===== src/rtl/bsh_pkg.sv =====
package bsh_pkg;
    localparam int unsigned DATA_W = 32;
    localparam int unsigned AMT_W  = 8;
    localparam int unsigned LOG_W  = $clog2(DATA_W);

    typedef enum logic [1:0] {
        SH_LSL = 2'b00,
        SH_LSR = 2'b01,
        SH_ASR = 2'b10,
        SH_ROR = 2'b11
    } shift_kind_e;

    // Decoded amount classes shared by datapath and carry picker
    typedef struct packed {
        logic             amt_zero;   // full byte is zero
        logic             ge_width;   // amount >= DATA_W
        logic             eq_width;   // amount == DATA_W
        logic             over_width; // amount >  DATA_W
        logic [LOG_W-1:0] low;        // amount mod DATA_W
        logic             low_zero;   // low field is zero
    } amt_info_t;

    function automatic logic [DATA_W-1:0] bit_rev(input logic [DATA_W-1:0] v);
        logic [DATA_W-1:0] r;
        for (int i = 0; i < DATA_W; i++) begin
            r[i] = v[DATA_W-1-i];
        end
        return r;
    endfunction
endpackage


===== src/rtl/bsh_amt_dec.sv =====
module bsh_amt_dec
    import bsh_pkg::*;
(
    input  logic [AMT_W-1:0] amt,
    output amt_info_t        info
);
    localparam logic [AMT_W-1:0] WIDTH_VAL = AMT_W'(DATA_W);

    always_comb begin
        info.amt_zero   = (amt == '0);
        info.ge_width   = |amt[AMT_W-1:LOG_W];
        info.eq_width   = (amt == WIDTH_VAL);
        info.over_width = info.ge_width & ~info.eq_width;
        info.low        = amt[LOG_W-1:0];
        info.low_zero   = (amt[LOG_W-1:0] == '0);
    end
endmodule


===== src/rtl/bsh_stage_shift.sv =====
module bsh_stage_shift
    import bsh_pkg::*;
(
    input  logic [DATA_W-1:0] src,
    input  shift_kind_e       kind,
    input  amt_info_t         info,
    output logic [DATA_W-1:0] value
);
    logic [DATA_W-1:0] stage [LOG_W+1];
    logic              fill;
    logic              is_rot;
    logic [DATA_W-1:0] shifted;

    // Left shifts run through the right shifter on the reversed word
    assign stage[0] = (kind == SH_LSL) ? bit_rev(src) : src;
    assign fill     = (kind == SH_ASR) ? src[DATA_W-1] : 1'b0;
    assign is_rot   = (kind == SH_ROR);

    for (genvar s = 0; s < LOG_W; s++) begin : g_stage
        localparam int unsigned SH = 1 << s;
        logic [DATA_W-1:0] moved;
        always_comb begin
            if (is_rot) begin
                moved = {stage[s][SH-1:0], stage[s][DATA_W-1:SH]};
            end else begin
                moved = {{SH{fill}}, stage[s][DATA_W-1:SH]};
            end
        end
        assign stage[s+1] = info.low[s] ? moved : stage[s];
    end

    assign shifted = (kind == SH_LSL) ? bit_rev(stage[LOG_W]) : stage[LOG_W];

    always_comb begin
        if (is_rot || !info.ge_width) begin
            value = shifted;
        end else if (kind == SH_ASR) begin
            value = {DATA_W{src[DATA_W-1]}};
        end else begin
            value = '0;
        end
    end
endmodule


===== src/rtl/bsh_carry_pick.sv =====
module bsh_carry_pick
    import bsh_pkg::*;
(
    input  logic [DATA_W-1:0] src,
    input  shift_kind_e       kind,
    input  amt_info_t         info,
    input  logic              cur_carry,
    output logic              carry
);
    logic [DATA_W-1:0] oriented;
    logic [LOG_W-1:0]  idx;

    assign oriented = (kind == SH_LSL) ? bit_rev(src) : src;
    assign idx      = info.low - LOG_W'(1);

    always_comb begin
        if (info.amt_zero) begin
            carry = cur_carry;
        end else begin
            unique case (kind)
                SH_LSL, SH_LSR: begin
                    if (info.over_width)    carry = 1'b0;
                    else if (info.eq_width) carry = oriented[DATA_W-1];
                    else                    carry = oriented[idx];
                end
                SH_ASR: begin
                    if (info.ge_width) carry = src[DATA_W-1];
                    else               carry = src[idx];
                end
                default: begin
                    if (info.low_zero) carry = src[DATA_W-1];
                    else               carry = src[idx];
                end
            endcase
        end
    end
endmodule


===== src/rtl/bsh_top.sv =====
module bsh_top
    import bsh_pkg::*;
(
    input  logic              clk,
    input  logic              rst,
    input  logic [DATA_W-1:0] src_data,
    input  logic [DATA_W-1:0] amt_src,
    input  logic [1:0]        kind,
    input  logic              set_flags,
    output logic [DATA_W-1:0] result,
    output logic              carry_next,
    output logic              carry_flag
);
    amt_info_t   info;
    shift_kind_e kind_e;
    logic        unused_amt_hi;

    assign kind_e        = shift_kind_e'(kind);
    // upper amount bits are deliberately dropped
    assign unused_amt_hi = ^amt_src[DATA_W-1:AMT_W];

    bsh_amt_dec u_dec (
        .amt  (amt_src[AMT_W-1:0]),
        .info (info)
    );

    bsh_stage_shift u_shift (
        .src   (src_data),
        .kind  (kind_e),
        .info  (info),
        .value (result)
    );

    bsh_carry_pick u_carry (
        .src       (src_data),
        .kind      (kind_e),
        .info      (info),
        .cur_carry (carry_flag),
        .carry     (carry_next)
    );

    always_ff @(posedge clk) begin
        if (rst) begin
            carry_flag <= 1'b0;
        end else if (set_flags) begin
            carry_flag <= carry_next;
        end
    end
endmodule


===== config.mk =====
export PLATFORM = sky130hd
export DESIGN_NAME = bsh_top
export DESIGN_NICKNAME = d
export VERILOG_FILES = /design/src/rtl/bsh_pkg.sv /design/src/rtl/bsh_amt_dec.sv /design/src/rtl/bsh_stage_shift.sv /design/src/rtl/bsh_carry_pick.sv /design/src/rtl/bsh_top.sv
export SDC_FILE = /design/constraint.sdc
export NUM_CORES = 1
export LEC_CHECK = 0
export BUFFER_PORTS_ARGS = -buffer_cell sky130_fd_sc_hd__buf_2
export CAP_MARGIN = 25
export CORE_MARGIN = 2
export CORE_UTILIZATION = 56
export CTS_BUF_LIST = sky130_fd_sc_hd__clkbuf_4 sky130_fd_sc_hd__clkbuf_8
export DETAILED_ROUTE_END_ITERATION = 12
export HOLD_SLACK_MARGIN = 0.15
export PLACE_DENSITY = 0.86
export SETUP_SLACK_MARGIN = 0.1
export SYNTH_ARGS = -nofsm -noshare
export SYNTH_HDL_FRONTEND = slang
export SYNTH_SLANG_ARGS = --single-unit
export TNS_END_PERCENT = 10

===== constraint.sdc =====
create_clock -name clk -period 4.1 [get_ports clk]
set_input_delay 0.41 -clock clk [delete_from_list [all_inputs] [get_ports clk]]
set_output_delay 0.41 -clock clk [all_outputs]
set_load 0.005 [all_outputs]

# Yosys cells after proc, flatten, opt, wreduce, memory -nomap -nowiden
# Cells that the tools add are included.
# totals
reg_bits	1
latch_bits	0
ramBits	0
romBits	0
input_bits	69
output_inout_bits	34
word_cells	41
mem_count	0
# classes
add_sub_neg	1
n_mul	0
div_mod_pow	0
magnitude_cmp	1
n_eq_ne	4
n_shift	0
n_mux	25
n_bitwise	2
n_reduce_logical	7
# ops
op	n
$mux 32	14
$bmux 1 s5	2
$eq 8x6->1 const B	1
$logic_not 8->1	1
$mux 1	8
$lt 5x6->1 const B	1
$logic_not 5->1	1
$sub 5x1->5 const B	1
$eq 2x2->1 const B	2
$reduce_or 3->1	1
$eq 2x1->1 const B	1
$logic_not 2->1	1
$pmux 1 s2	1
$reduce_or 2->1	1
$and 1x1->1	1
$logic_not 1->1	1
$logic_or 1x1->1	1
$not 1->1	1

# Longest topological paths before layout
# Gate-level depths: netlist (run 1).
# depth
word_depth	14
mapped_depth	14
mapped_depth_nobuf	9

# Modules after synthesis
# From an unflattened synthesis (run 1), not the netlist that was laid out.
# unflattened
hier_cells	539
hier_area_um2	4416.7
# by_module_without_submodules
mod	n_inst	cells_per_inst	area_each_um2	seq_area_each_um2
bsh_stage_shift	1	410	3196.8	0.0
bsh_carry_pick	1	113	1064.8	0.0
bsh_amt_dec	1	13	121.4	0.0
bsh_top	1	3	33.8	20.0

# Worst setup path before layout (run 1)
# No wires, ideal clock.
# synth_timing
kind	input to output
start	input amt_src[0]
end	output carry_next
arrival_ns	3.385
required_time_ns	3.690
path_slack_ns	0.305
path_stages	12
path_buffers	4
cell_sequence	buf_2 > inv_1 > clkbuf_1 > clkbuf_1 > ha_1 > clkbuf_1 > mux4_2 > mux4_2 > or4_1 > nand4_1 > nand4_1 > o21a_1
# synth_via
elab_chain_len	7
word_cells_on_any_way	16
cone_classes	add/sub: 1; eq/ne: 1; mux: 10; bitwise: 2; reduce/logical: 2
# synth_rtl
element	line	source
start, declared	bsh_top.sv:7	input logic [DATA_W-1:0] amt_src,
$sub 5x1->5	bsh_carry_pick.sv:14	assign idx = info.low - LOG_W'(1);
$bmux 1 s5	bsh_carry_pick.sv:24	else carry = oriented[idx];
$mux 1 (not written as such)	bsh_carry_pick.sv:24	
$mux 1	bsh_carry_pick.sv:23	else if (info.eq_width) carry = oriented[DATA_W-1];
$mux 1	bsh_carry_pick.sv:22	if (info.over_width) carry = 1'b0;
$pmux 1 s2	bsh_carry_pick.sv:20	unique case (kind)
$mux 1 *	bsh_carry_pick.sv:17	if (info.amt_zero) begin
end, declared	bsh_top.sv:11	output logic carry_next,
# Every way passes the cells marked *; elsewhere a longest branch is shown, timed or not. The select of a mux whose other input is x is not followed.

# Worst setup path after layout (run 1)
# layout_timing
start	input kind[1]
end	output result[15]
# layout_via
elab_chain_len	14
word_cells_on_any_way	19
cone_classes	eq/ne: 2; mux: 15; reduce/logical: 2
# layout_rtl
element	line	source
start, declared	bsh_top.sv:8	input logic [1:0] kind,
$logic_not 2->1	bsh_stage_shift.sv:15, bsh_stage_shift.sv:32	
$mux 32	bsh_stage_shift.sv:15	assign stage[0] = (kind == SH_LSL) ? bit_rev(src) : src;
$mux 32	bsh_stage_shift.sv:23	if (is_rot) begin
$mux 32	bsh_stage_shift.sv:29	assign stage[s+1] = info.low[s] ? moved : stage[s];
$mux 32	bsh_stage_shift.sv:23	
$mux 32	bsh_stage_shift.sv:29	
$mux 32	bsh_stage_shift.sv:23	
$mux 32	bsh_stage_shift.sv:29	
$mux 32	bsh_stage_shift.sv:23	
$mux 32	bsh_stage_shift.sv:29	
$mux 32	bsh_stage_shift.sv:23	
$mux 32	bsh_stage_shift.sv:29	
$mux 32	bsh_stage_shift.sv:32	assign shifted = (kind == SH_LSL) ? bit_rev(stage[LOG_W]) : stage[LOG_W];
$mux 32 *	bsh_stage_shift.sv:35	if (is_rot || !info.ge_width) begin
end, declared	bsh_top.sv:10	output logic [DATA_W-1:0] result,
# Every way passes the cells marked *; elsewhere a longest branch is shown, timed or not.

==> results of run 1 <==
==> stage by stage <==
| stage | hold WS, ns | instance area, sq um | utilization, % | total power [W] |
|---|---|---|---|---|
| after global placement | 0.574 | 4970 | 64.3 | 0.000751 |
| after global routing | 0.678 | 4970 | 64.3 | 0.000841 |
| after CTS | 0.606 | 4970 | 64.3 | 0.000768 |
| after detailed placement | 0.606 | 4970 | 64.3 | 0.000765 |
| after floorplan | 0.568 | 4480 | - | 0.000522 |
| final | 0.624 | 4970 | 64.3 | 0.000795 |
==> worst paths after layout <==
| kind | slack [ns] | to | start |
|---|---|---|---|
| max | 0.51 | result[15] | kind[1] |
| min | 0.62 | carry_flag$_SDFFE_PP0P_ | carry_flag$_SDFFE_PP0P_ |
| max reg2reg | 3.41 | carry_flag$_SDFFE_PP0P_ | carry_flag$_SDFFE_PP0P_ |
| min reg2reg | 0.62 | carry_flag$_SDFFE_PP0P_ | carry_flag$_SDFFE_PP0P_ |
==> cell usage in the layout, fill, tap and decap left out, types with 3 or more instances in the layout <==
cell	n
a22o_1	5
nand2_1	43
a211oi_1	4
o21a_1	5
or2_2	7
o22ai_1	33
a31oi_1	7
or3_1	4
nand4_1	8
a221oi_1	10
o21ai_0	29
nor2_1	51
o32ai_1	3
buf_4	28
mux2_2	10
nand2b_1	3
o211ai_1	5
a21oi_1	38
and2_1	5
a211o_1	8
and3_1	4
a21o_1	6
o221ai_1	7
nor3_1	18
mux2i_1	39
a2bb2oi_1	4
nor3b_1	4
mux4_2	61
xnor2_1	4
nand3_1	7
inv_1	19
a221o_1	4
a22oi_1	9
buf_2	78
==> cell type report <==
type,count,area (sq um)
Inverter,19,71.3
Timing Repair Buffer,106,601
Sequential cell,1,20.0
Fill cell,716,2760
Tap cell,102,128
Multi-Input combinational cell,486,4150
==> power by group through the flow <==
stage	sequential (W)	combinational [W]	clock, W
after floorplan	0.0000114	0.000511	0
after global placement	0.0000112	0.000740	0
after detailed placement	0.0000113	0.000754	0
after CTS	0.0000113	0.000757	0
after global routing	0.0000114	0.000830	0
final	0.0000114	0.000784	0
==> critical path, cell delays in order <==
cell and delay, ns:
buf_2 0.13, nor2_4 0.16, buf_4 0.30, mux4_2 0.59, a22o_1 0.20, a221oi_1 0.57
mux2i_1 0.22, o221ai_1 0.29, o221ai_1 0.15, buf_2 0.17
==> per-layer routing <==
metal / track usage (%) / share of wire, %
met1: 59.8 / 37
met2: 66.8 / 45
met3: 6.93 / 14
met4: 8.33 / 3.2
met5: 0 / 0.071
==> cell families after synthesis <==
group,after synthesis,share of synthesized area [%]
simple gates,166,17.7
buf+inv,71,7.03
mux,110,41.9
flops,1,0.447
xor+xnor,5,0.977
fa+ha+maj,1,0.279
compound gates,204,31.7
==> run metrics, run 1 <==
worst path required time=approximately 3.7 ns; TNS Setup=0 ns; Synth Instances=~560; final wirelength=~18,000 microns; Comb pwr share=a little over nine tenths; CP endpoint kind=primary output; clk_lat worst skew=0 ns; Leak=around 2.0 nW; First DRT Iteration DRCs=796; critical path class=in2out; fmax=between 200 and 300 MHz; Largest register FFs=1; crit share post-route=between 80 and 90%; port bufs=slightly below 80; Resize count post-CTS=0; first-pass GRT wire length=around 29,000 microns; placed cells=a little over 700; actual slew at the worst max-slew pin=0.858 ns; final cell count without fillers=~710; Biggest register=carry_flag; vias per cell=around 7.9; maxcap violations=0; remaining antenna violation count=0; post-CTS setup buffers=0; largest net degree at the start of global routing=38; DR pass1 iterations=5; ranking of synthesized cells by area=mux4_2, mux2i_1, o22ai_1; unrepaired setup endpoints after global routing=false; setup ws final=0.513 ns; area grow syn2layout=10.9%; Starting Density=between 50 and 60%; Synth Flop Type=dfxtp_1; Power Density=between 150 and 200 nW/um^2; worst hold path depth=3; Wirelength per Cell=25.8 microns; Slew Viols, Final=0; most numerous cell in the Yosys netlist=mux4_2; row count=32; Sw Share=between 50% and 60%; final net count=roughly 700; die span in y=slightly above 90 microns; Post-synth top cells=mux4_2, nor2_1, nand2_1, mux2i_1, a21oi_1; total number of vias=5,635; Async SR Flop Fraction=0%; Worst setup SP type=primary input; syn avg cell area=8.03 sq um; Largest regs=carry_flag (1); final hold violation count=0; vias in the first global route=between 5,000 and 6,000; DIE WIDTH=93.5 microns; final setup fails=0; P_int=approximately 0.00034 W; Clk network pwr share=0%; initial antenna violation count=1; Ys Warns=0; residual DRC count=0; All-Layer GR Usage=between 40% and 50%; post-synthesis sequential area ratio=0.447%; Tmin final=3.59 ns; Max-slew headroom=42.4%; number of hold buffers added after CTS=0; die area=8740 sq um; Worst Skew=0 ns; GRT overflow=0; GPL Wtd Cong=slightly above 1; Synth Net Count=~630; Post-DP HPWL=between 10,000 and 15,000 microns; share of the synthesized area in the top cell type=between 30% and 40%; worst min path class=reg2reg; sequential share of power=about 1.4%; Synth area leader=mux4_2; Max VDD drop=around 140 uV; synthesized area=about 4500 sq um; number of synthesized register bits=1; library cells used by synthesis=67; Crit path arrival time=around 3.2 ns; worst reg-to-reg path cell count=3; share of layout cells above drive strength 1=between 30% and 40%; antenna diode count=0; pre-CTS setup slack=a little under 0.6 ns; Worst-path clk slew=0 ns; Post-synth EDFFs=0; Net Switching=0.000454 W; crit path max fanout=15; outcome=complete, no violations; IO Pins=~100; CORE AREA=7730 sq um
No activity file was read; power rests on OpenSTA's default activity.
==> run 2: changes to the inputs <==
Settings changed: MAX_ROUTING_LAYER from default to met4, REMOVE_ABC_BUFFERS from default to 1.
==> run 2 against run 1 <==
Worst hold slack got worse by 0.011 ns. Cell area down 0.50%. Flip-flop and latch count is the same. Combinational power is 0.9% lower.
==> run metrics, run 2 (synthesis results as in run 1) <==
outcome=complete, no violations (unchanged); Crit path arrival time=3.39 ns (was 3.18 ns); GRT overflow=0 (unchanged); initial antenna violation count=0 (was 1); Max-slew headroom=44.9% (was 42.4%); FF-to-FF setup slack=3.41 ns (about the same); Post-DP HPWL=13,800 microns (was 14,200 microns); port bufs=78 (unchanged); maxcap violations=0 (unchanged); most frequent cells in the layout=buf_2, mux4_2, nor2_1 (unchanged); CORE AREA=7730 sq um (unchanged); worst min path class=reg2reg (unchanged); crit path max fanout=21 (was 15); number of hold buffers added after CTS=0 (unchanged); TNS Setup=0 ns (unchanged); residual DRC count=0 (unchanged); total number of vias=5,605 (was 5,635); Cell Area, Placed=4950 sq um (was 4970 sq um); routing usage on met3=5.88% (was 6.93%); CP startpoint=kind[0] (was kind[1]); Worst setup SP type=primary input (unchanged); final setup fails=0 (unchanged); GPL Wtd Cong=1.06 (was 1.03); gr busiest metal=met2 (unchanged); fin area=4950 sq um (was 4970 sq um); # fillers=701 (was 716); clk_lat worst skew=0 ns (about the same); slowest CP cell=mux4_2 (unchanged); Tmin final=3.80 ns (was 3.59 ns); crit share post-route=92.8% (was 87.5%); max incr delay on CP=0.56 ns (was 0.59 ns); worst reg-to-reg path cell count=3 (unchanged); Biggest register=carry_flag (unchanged); most common cell after layout, fill and taps aside=buf_2 (unchanged); remaining antenna violation count=0 (unchanged); First DRT Iteration DRCs=720 (was 796); GR Util met2=67.5% (was 66.8%); DR pass1 iterations=6 (was 5); IO Pins=103 (unchanged); Leak=2.00 nW (was 2.02 nW); Critical R2R Capture=carry_flag$_SDFFE_PP0P_ (unchanged); die span in y=93.5 microns (unchanged); final hold violation count=0 (unchanged); P_int=0.000340 W (was 0.000341 W); actual slew at the worst max-slew pin=0.818 ns (was 0.858 ns); DIE WIDTH=93.5 microns (unchanged); Starting Density=58.0% (unchanged); vias in the first global route=5,096 (was 5,040); worst r2r src=carry_flag$_SDFFE_PP0P_ (unchanged); All-Layer GR Usage=42.0% (was 41.7%); worst path required time=3.69 ns (about the same); Resize count post-CTS=0 (unchanged); Worst-path clk slew=0 ns (about the same); Comb pwr share=98.6% (about the same); crit-path cells=buf_2, or2_2, buf_4, mux4_2, a222oi_1, buf_4, nand2_1, a31oi_1, a31oi_1, a21bo_2, buf_2 (was buf_2, nor2_4, buf_4, mux4_2, a22o_1, a221oi_1, mux2i_1, o221ai_1, o221ai_1, buf_2); post-CTS setup buffers=0 (unchanged); unrepaired setup endpoints after global routing=false (unchanged); Max VDD drop=106 uV (was 144 uV); area grow syn2layout=10.4% (was 10.9%); Largest regs=carry_flag (1) (unchanged); crit path to=result[20] (was result[15]); M1 GR Usage=55.7% (was 59.8%); Wirelength per Cell=25.7 microns (was 25.8 microns); row count=32 (unchanged); final wirelength=18,200 microns (was 18,400 microns); Slew Viols, Final=0 (unchanged); largest net degree at the start of global routing=38 (unchanged); Worst Skew=0 ns (unchanged); fmax=263 MHz (was 279 MHz); vias per cell=7.91 (was 7.89); sequential share of power=1.4% (about the same); first-pass GRT wire length=28,000 microns (was 28,700 microns); die area=8740 sq um (unchanged); Clk network pwr share=0% (about the same); Largest register FFs=1 (unchanged); Net Switching=0.000448 W (was 0.000454 W); antenna diode count=0 (unchanged); final net count=679 (was 684); CP endpoint kind=primary output (unchanged); critical path class=in2out (unchanged); Power Density=159 nW/um^2 (was 160 nW/um^2); Sw Share=56.9% (was 57.0%); share of layout cells above drive strength 1=30.6% (was 31.2%)
==> run 2: layer usage <==
layer	share of wire [%]	routed length, microns	up-vias
li1	-	-	2398
met1	37	6800	2698
met2	47	8620	452
met3	12	2160	57
met4	3.5	634	0
met5	0	0	-
==> run 2: layout make-up <==
cell class              instances  area [sq um]  share of cell area, %
inverters                      19          71.3                   1.44
multi-input cells             486          4150                   83.9
flip-flops and latches          1          20.0                  0.405
well taps                     102           128                   2.58
repair buffers                101           576                   11.6
==> run 2: worst min-delay path by stage <==
stage | end | depth (start not counted) | start | slack [ns]
2_1_floorplan | carry_flag$_SDFFE_PP0P_ | 2 | rst | 0.57
3_3_place_gp | carry_flag$_SDFFE_PP0P_ | 3 | carry_flag$_SDFFE_PP0P_ | 0.58
3_5_place_dp | carry_flag$_SDFFE_PP0P_ | 3 | carry_flag$_SDFFE_PP0P_ | 0.61
4_1_cts | carry_flag$_SDFFE_PP0P_ | 3 | carry_flag$_SDFFE_PP0P_ | 0.61
5_1_grt | carry_flag$_SDFFE_PP0P_ | 3 | carry_flag$_SDFFE_PP0P_ | 0.65
6_report | carry_flag$_SDFFE_PP0P_ | 3 | carry_flag$_SDFFE_PP0P_ | 0.61
==> run 2: critical path: cells and delay by family <==
family                 cells  cell delay [ns]
AO/OA/AOI/OAI              4             1.06
buffers and inverters      4             0.82
multiplexers               1             0.56
AND/OR/NAND/NOR            2             0.52
==> run 2: power by group through the flow <==
stage	registers (W)	logic (W)	clock network [W]
floorplan	0.0000114	0.000470	0
global placement	0.0000112	0.000737	0
detailed placement	0.0000113	0.000747	0
CTS	0.0000113	0.000751	0
global route	0.0000114	0.000823	0
finish	0.0000113	0.000777	0
==> run 2: through the flow <==
stage,total power (W),setup slack [ns],std cells,hold slack [ns],util [%]
2_1_floorplan,0.000481,0.187,506,0.568,-
3_3_place_gp,0.000748,0.399,709,0.581,64.0
3_5_place_dp,0.000759,0.383,709,0.613,64.0
4_1_cts,0.000762,0.370,709,0.612,64.0
5_1_grt,0.000835,0.184,709,0.649,64.0
6_report,0.000788,0.297,709,0.612,64.0
==> run 3: changes to the inputs <==
Settings changed: ABC_AREA from default to 1, GPL_TIMING_DRIVEN from default to 1, PLACE_DENSITY 0.86 to 0.88.
==> run 3 against run 2 <==
Maximum frequency increased by 17%. Wire length decreased by 30%. Core utilization decreased by 1.7 points. Sequential power about the same. Via count increased by 2.5%. Power decreased by 19%. Largest power group unchanged.
==> run metrics, run 3 <==
outcome=complete, no violations (unchanged); residual DRC count=0 (unchanged); Worst setup SP type=primary input (unchanged); worst reg-to-reg path cell count=4 (was 3); die area=7650 sq um (was 8740 sq um); Total Power=0.000635 W (was 0.000788 W); Synth Instances=863 (was 558); First DRT Iteration DRCs=696 (was 720); DIE WIDTH=87.4 microns (was 93.5 microns); unrepaired setup endpoints after global routing=false (unchanged); Post-synth EDFFs=0 (unchanged); WHS Endpoint=carry_flag$_SDFFE_PP0P_ (unchanged); TNS Setup=0 ns (unchanged); worst min path class=reg2reg (unchanged); FF-to-FF setup slack=3.42 ns (was 3.41 ns); vias in the first global route=4,849 (was 5,096); Resize count post-CTS=0 (unchanged); Post-synth top cells=nand2_1, nand3_1, inv_1, o21ai_1, buf_2 (was mux4_2, nor2_1, nand2_1, mux2i_1, a21oi_1); post-CTS setup buffers=0 (unchanged); first-pass GRT wire length=21,600 microns (was 28,000 microns); placed cells=976 (was 709); most frequent cells in the layout=nand2_1, nand3_1, buf_2 (was buf_2, mux4_2, nor2_1); crit path max fanout=39 (was 21); Critical R2R Capture=carry_flag$_SDFFE_PP0P_ (unchanged); DR pass1 iterations=6 (unchanged); share of layout cells above drive strength 1=12.6% (was 30.6%); GRT overflow=0 (unchanged); IO Pins=103 (unchanged); Largest regs=carry_flag (1) (unchanged); Max-slew headroom=34.7% (was 44.9%); share of the synthesized area in the top cell type=34.5% (was 30.6%); vias per cell=5.88 (was 7.91); number of synthesized register bits=1 (unchanged); Tmin final=3.25 ns (was 3.80 ns); port bufs=78 (unchanged); Largest register FFs=1 (unchanged); Crit path arrival time=2.84 ns (was 3.39 ns); actual slew at the worst max-slew pin=0.979 ns (was 0.818 ns); row count=30 (was 32); Ys Warns=0 (unchanged); Max VDD drop=117 uV (was 106 uV); worst r2r src=carry_flag$_SDFFE_PP0P_ (unchanged); max incr delay on CP=0.64 ns (was 0.56 ns); die span in y=87.4 microns (was 93.5 microns); syn avg cell area=4.52 sq um (was 8.03 sq um); Critical Path Most Common Cell=nand2_1; GPL Wtd Cong=1.08 (was 1.06); Power Density=151 nW/um^2 (was 159 nW/um^2); slowest CP cell=nor2_4 (was mux4_2); library cells used by synthesis=31 (was 67); Slew Viols, Final=0 (unchanged); fmax=307 MHz (was 263 MHz); Async SR Flop Fraction=0% (unchanged); largest net degree at the start of global routing=48 (was 38); final wirelength=12,700 microns (was 18,200 microns); Synth area leader=nand2_1 (was mux4_2); final cell count without fillers=976 (was 709); total number of vias=5,743 (was 5,605); final net count=968 (was 679); Worst-path clk slew=0 ns (about the same); hold_sp=carry_flag$_SDFFE_PP0P_ (unchanged); crit share post-route=79.4% (was 92.8%); most common cell after layout, fill and taps aside=nand2_1 (was buf_2); crit-path cells=buf_2, nor2_4, buf_4, o21ai_1, o21ai_1, inv_1, o211ai_1, nand3_1, nand3_1, nand2_1, nand2_1, nand2_1, nand3_1, nand2_1, buf_2 (was buf_2, or2_2, buf_4, mux4_2, a222oi_1, buf_4, nand2_1, a31oi_1, a31oi_1, a21bo_2, buf_2); CP endpoint kind=primary output (unchanged); ranking of synthesized cells by area=nand2_1, nand3_1, inv_1 (was mux4_2, mux2i_1, o22ai_1); synthesized area=3900 sq um (was 4480 sq um); remaining antenna violation count=0 (unchanged); CORE AREA=6760 sq um (was 7730 sq um); Synth Flop Type=dfxtp_1 (unchanged); maxcap violations=0 (unchanged); Wirelength per Cell=13.0 microns (was 25.7 microns); Worst Skew=0 ns (unchanged); area grow syn2layout=7.99% (was 10.4%); number of hold buffers added after CTS=0 (unchanged); Starting Density=57.7% (was 58.0%); worst hold path depth=2 (was 3); All-Layer GR Usage=34.5% (was 42.0%); worst path required time=3.69 ns (about the same); Leak=2.49 nW (was 2.00 nW); clk_lat worst skew=0 ns (about the same); antenna diode count=0 (unchanged); post-synthesis sequential area ratio=0.513% (was 0.447%); critical path class=in2out (unchanged); final hold violation count=0 (unchanged); initial antenna violation count=0 (unchanged); final setup fails=0 (unchanged); Biggest register=carry_flag (unchanged); most numerous cell in the Yosys netlist=nand2_1 (was mux4_2); Post-DP HPWL=9870 microns (was 13,800 microns)
run 3: changes by cell type after synthesis, moves of 19 or more:
| cell | delta |
|---|---|
| inv_1 | +39 |
| clkbuf_1 | -19 |
| nand3_1 | +223 |
| mux4_2 | -61 |
| o22ai_1 | -33 |
| nand2_1 | +315 |
| mux2i_1 | -38 |
| nor2_1 | -37 |
| o21ai_1 | +41 |
run 3: layout make-up:
| cell class | count | area [sq um] |
|---|---|---|
| Tap cell | 80 | 100 |
| Multi-Input combinational cell | 732 | 3320 |
| Inverter | 69 | 259 |
| Sequential cell | 1 | 20.0 |
| Fill cell | 710 | 2550 |
| Timing Repair Buffer | 94 | 510 |
run 3: kinds of logic (layout without fill, tap and decap cells):
| group | count (synthesis) | after routing | share of synthesized area, % |
|---|---|---|---|
| compound gates | 115 | 115 | 16.7 |
| xor+xnor | 2 | 2 | 0.642 |
| fa+ha+maj | 1 | 1 | 0.321 |
| buf+inv | 130 | 163 | 14.4 |
| flops | 1 | 1 | 0.513 |
| mux | 1 | 1 | 0.257 |
| simple gates | 613 | 613 | 67.1 |
run 3: worst max path at each step:
stage	slack, ns	from	end
2_1_floorplan	0.49	kind[1]	result[13]
3_3_place_gp	0.97	kind[1]	result[7]
3_5_place_dp	0.94	kind[1]	result[24]
4_1_cts	0.93	kind[1]	result[24]
5_1_grt	0.55	kind[1]	result[1]
6_report	0.85	kind[1]	result[15]
run 3: worst max-delay path, delay by kind of cell:
kind | cells | cell delay (ns)
and+or+nand+nor | 8 | 1.23
buffers and inverters | 4 | 0.61
AOI/OAI and AO/OA | 3 | 0.58
run 3: report_power, final:
part	internal [W]	switching, W
clock network	0	0
logic	0.000213	0.000410
registers	0.0000107	0.000000499
total	0.000224	0.000411
run 3: metrics by stage:
stage | worst slack (ns) | utilization, % | hold WS, ns | cell area [sq um]
3_3_place_gp | 0.973 | 62.3 | 0.519 | 4210
4_1_cts | 0.930 | 62.3 | 0.530 | 4210
2_1_floorplan | 0.492 | - | 0.503 | 3590
5_1_grt | 0.550 | 62.3 | 0.561 | 4210
6_report | 0.845 | 62.3 | 0.526 | 4210
3_5_place_dp | 0.937 | 62.3 | 0.529 | 4210
run 3: routing by layer:
layer  part of all wire, %  vias to the layer above  global-route usage (%)
li1                      -                     2902                       -
met1                    43                     2476                    45.2
met2                    44                      320                    55.7
met3                   9.6                       45                    3.70
met4                   3.4                        0                    10.5
met5                     0                        -                       -
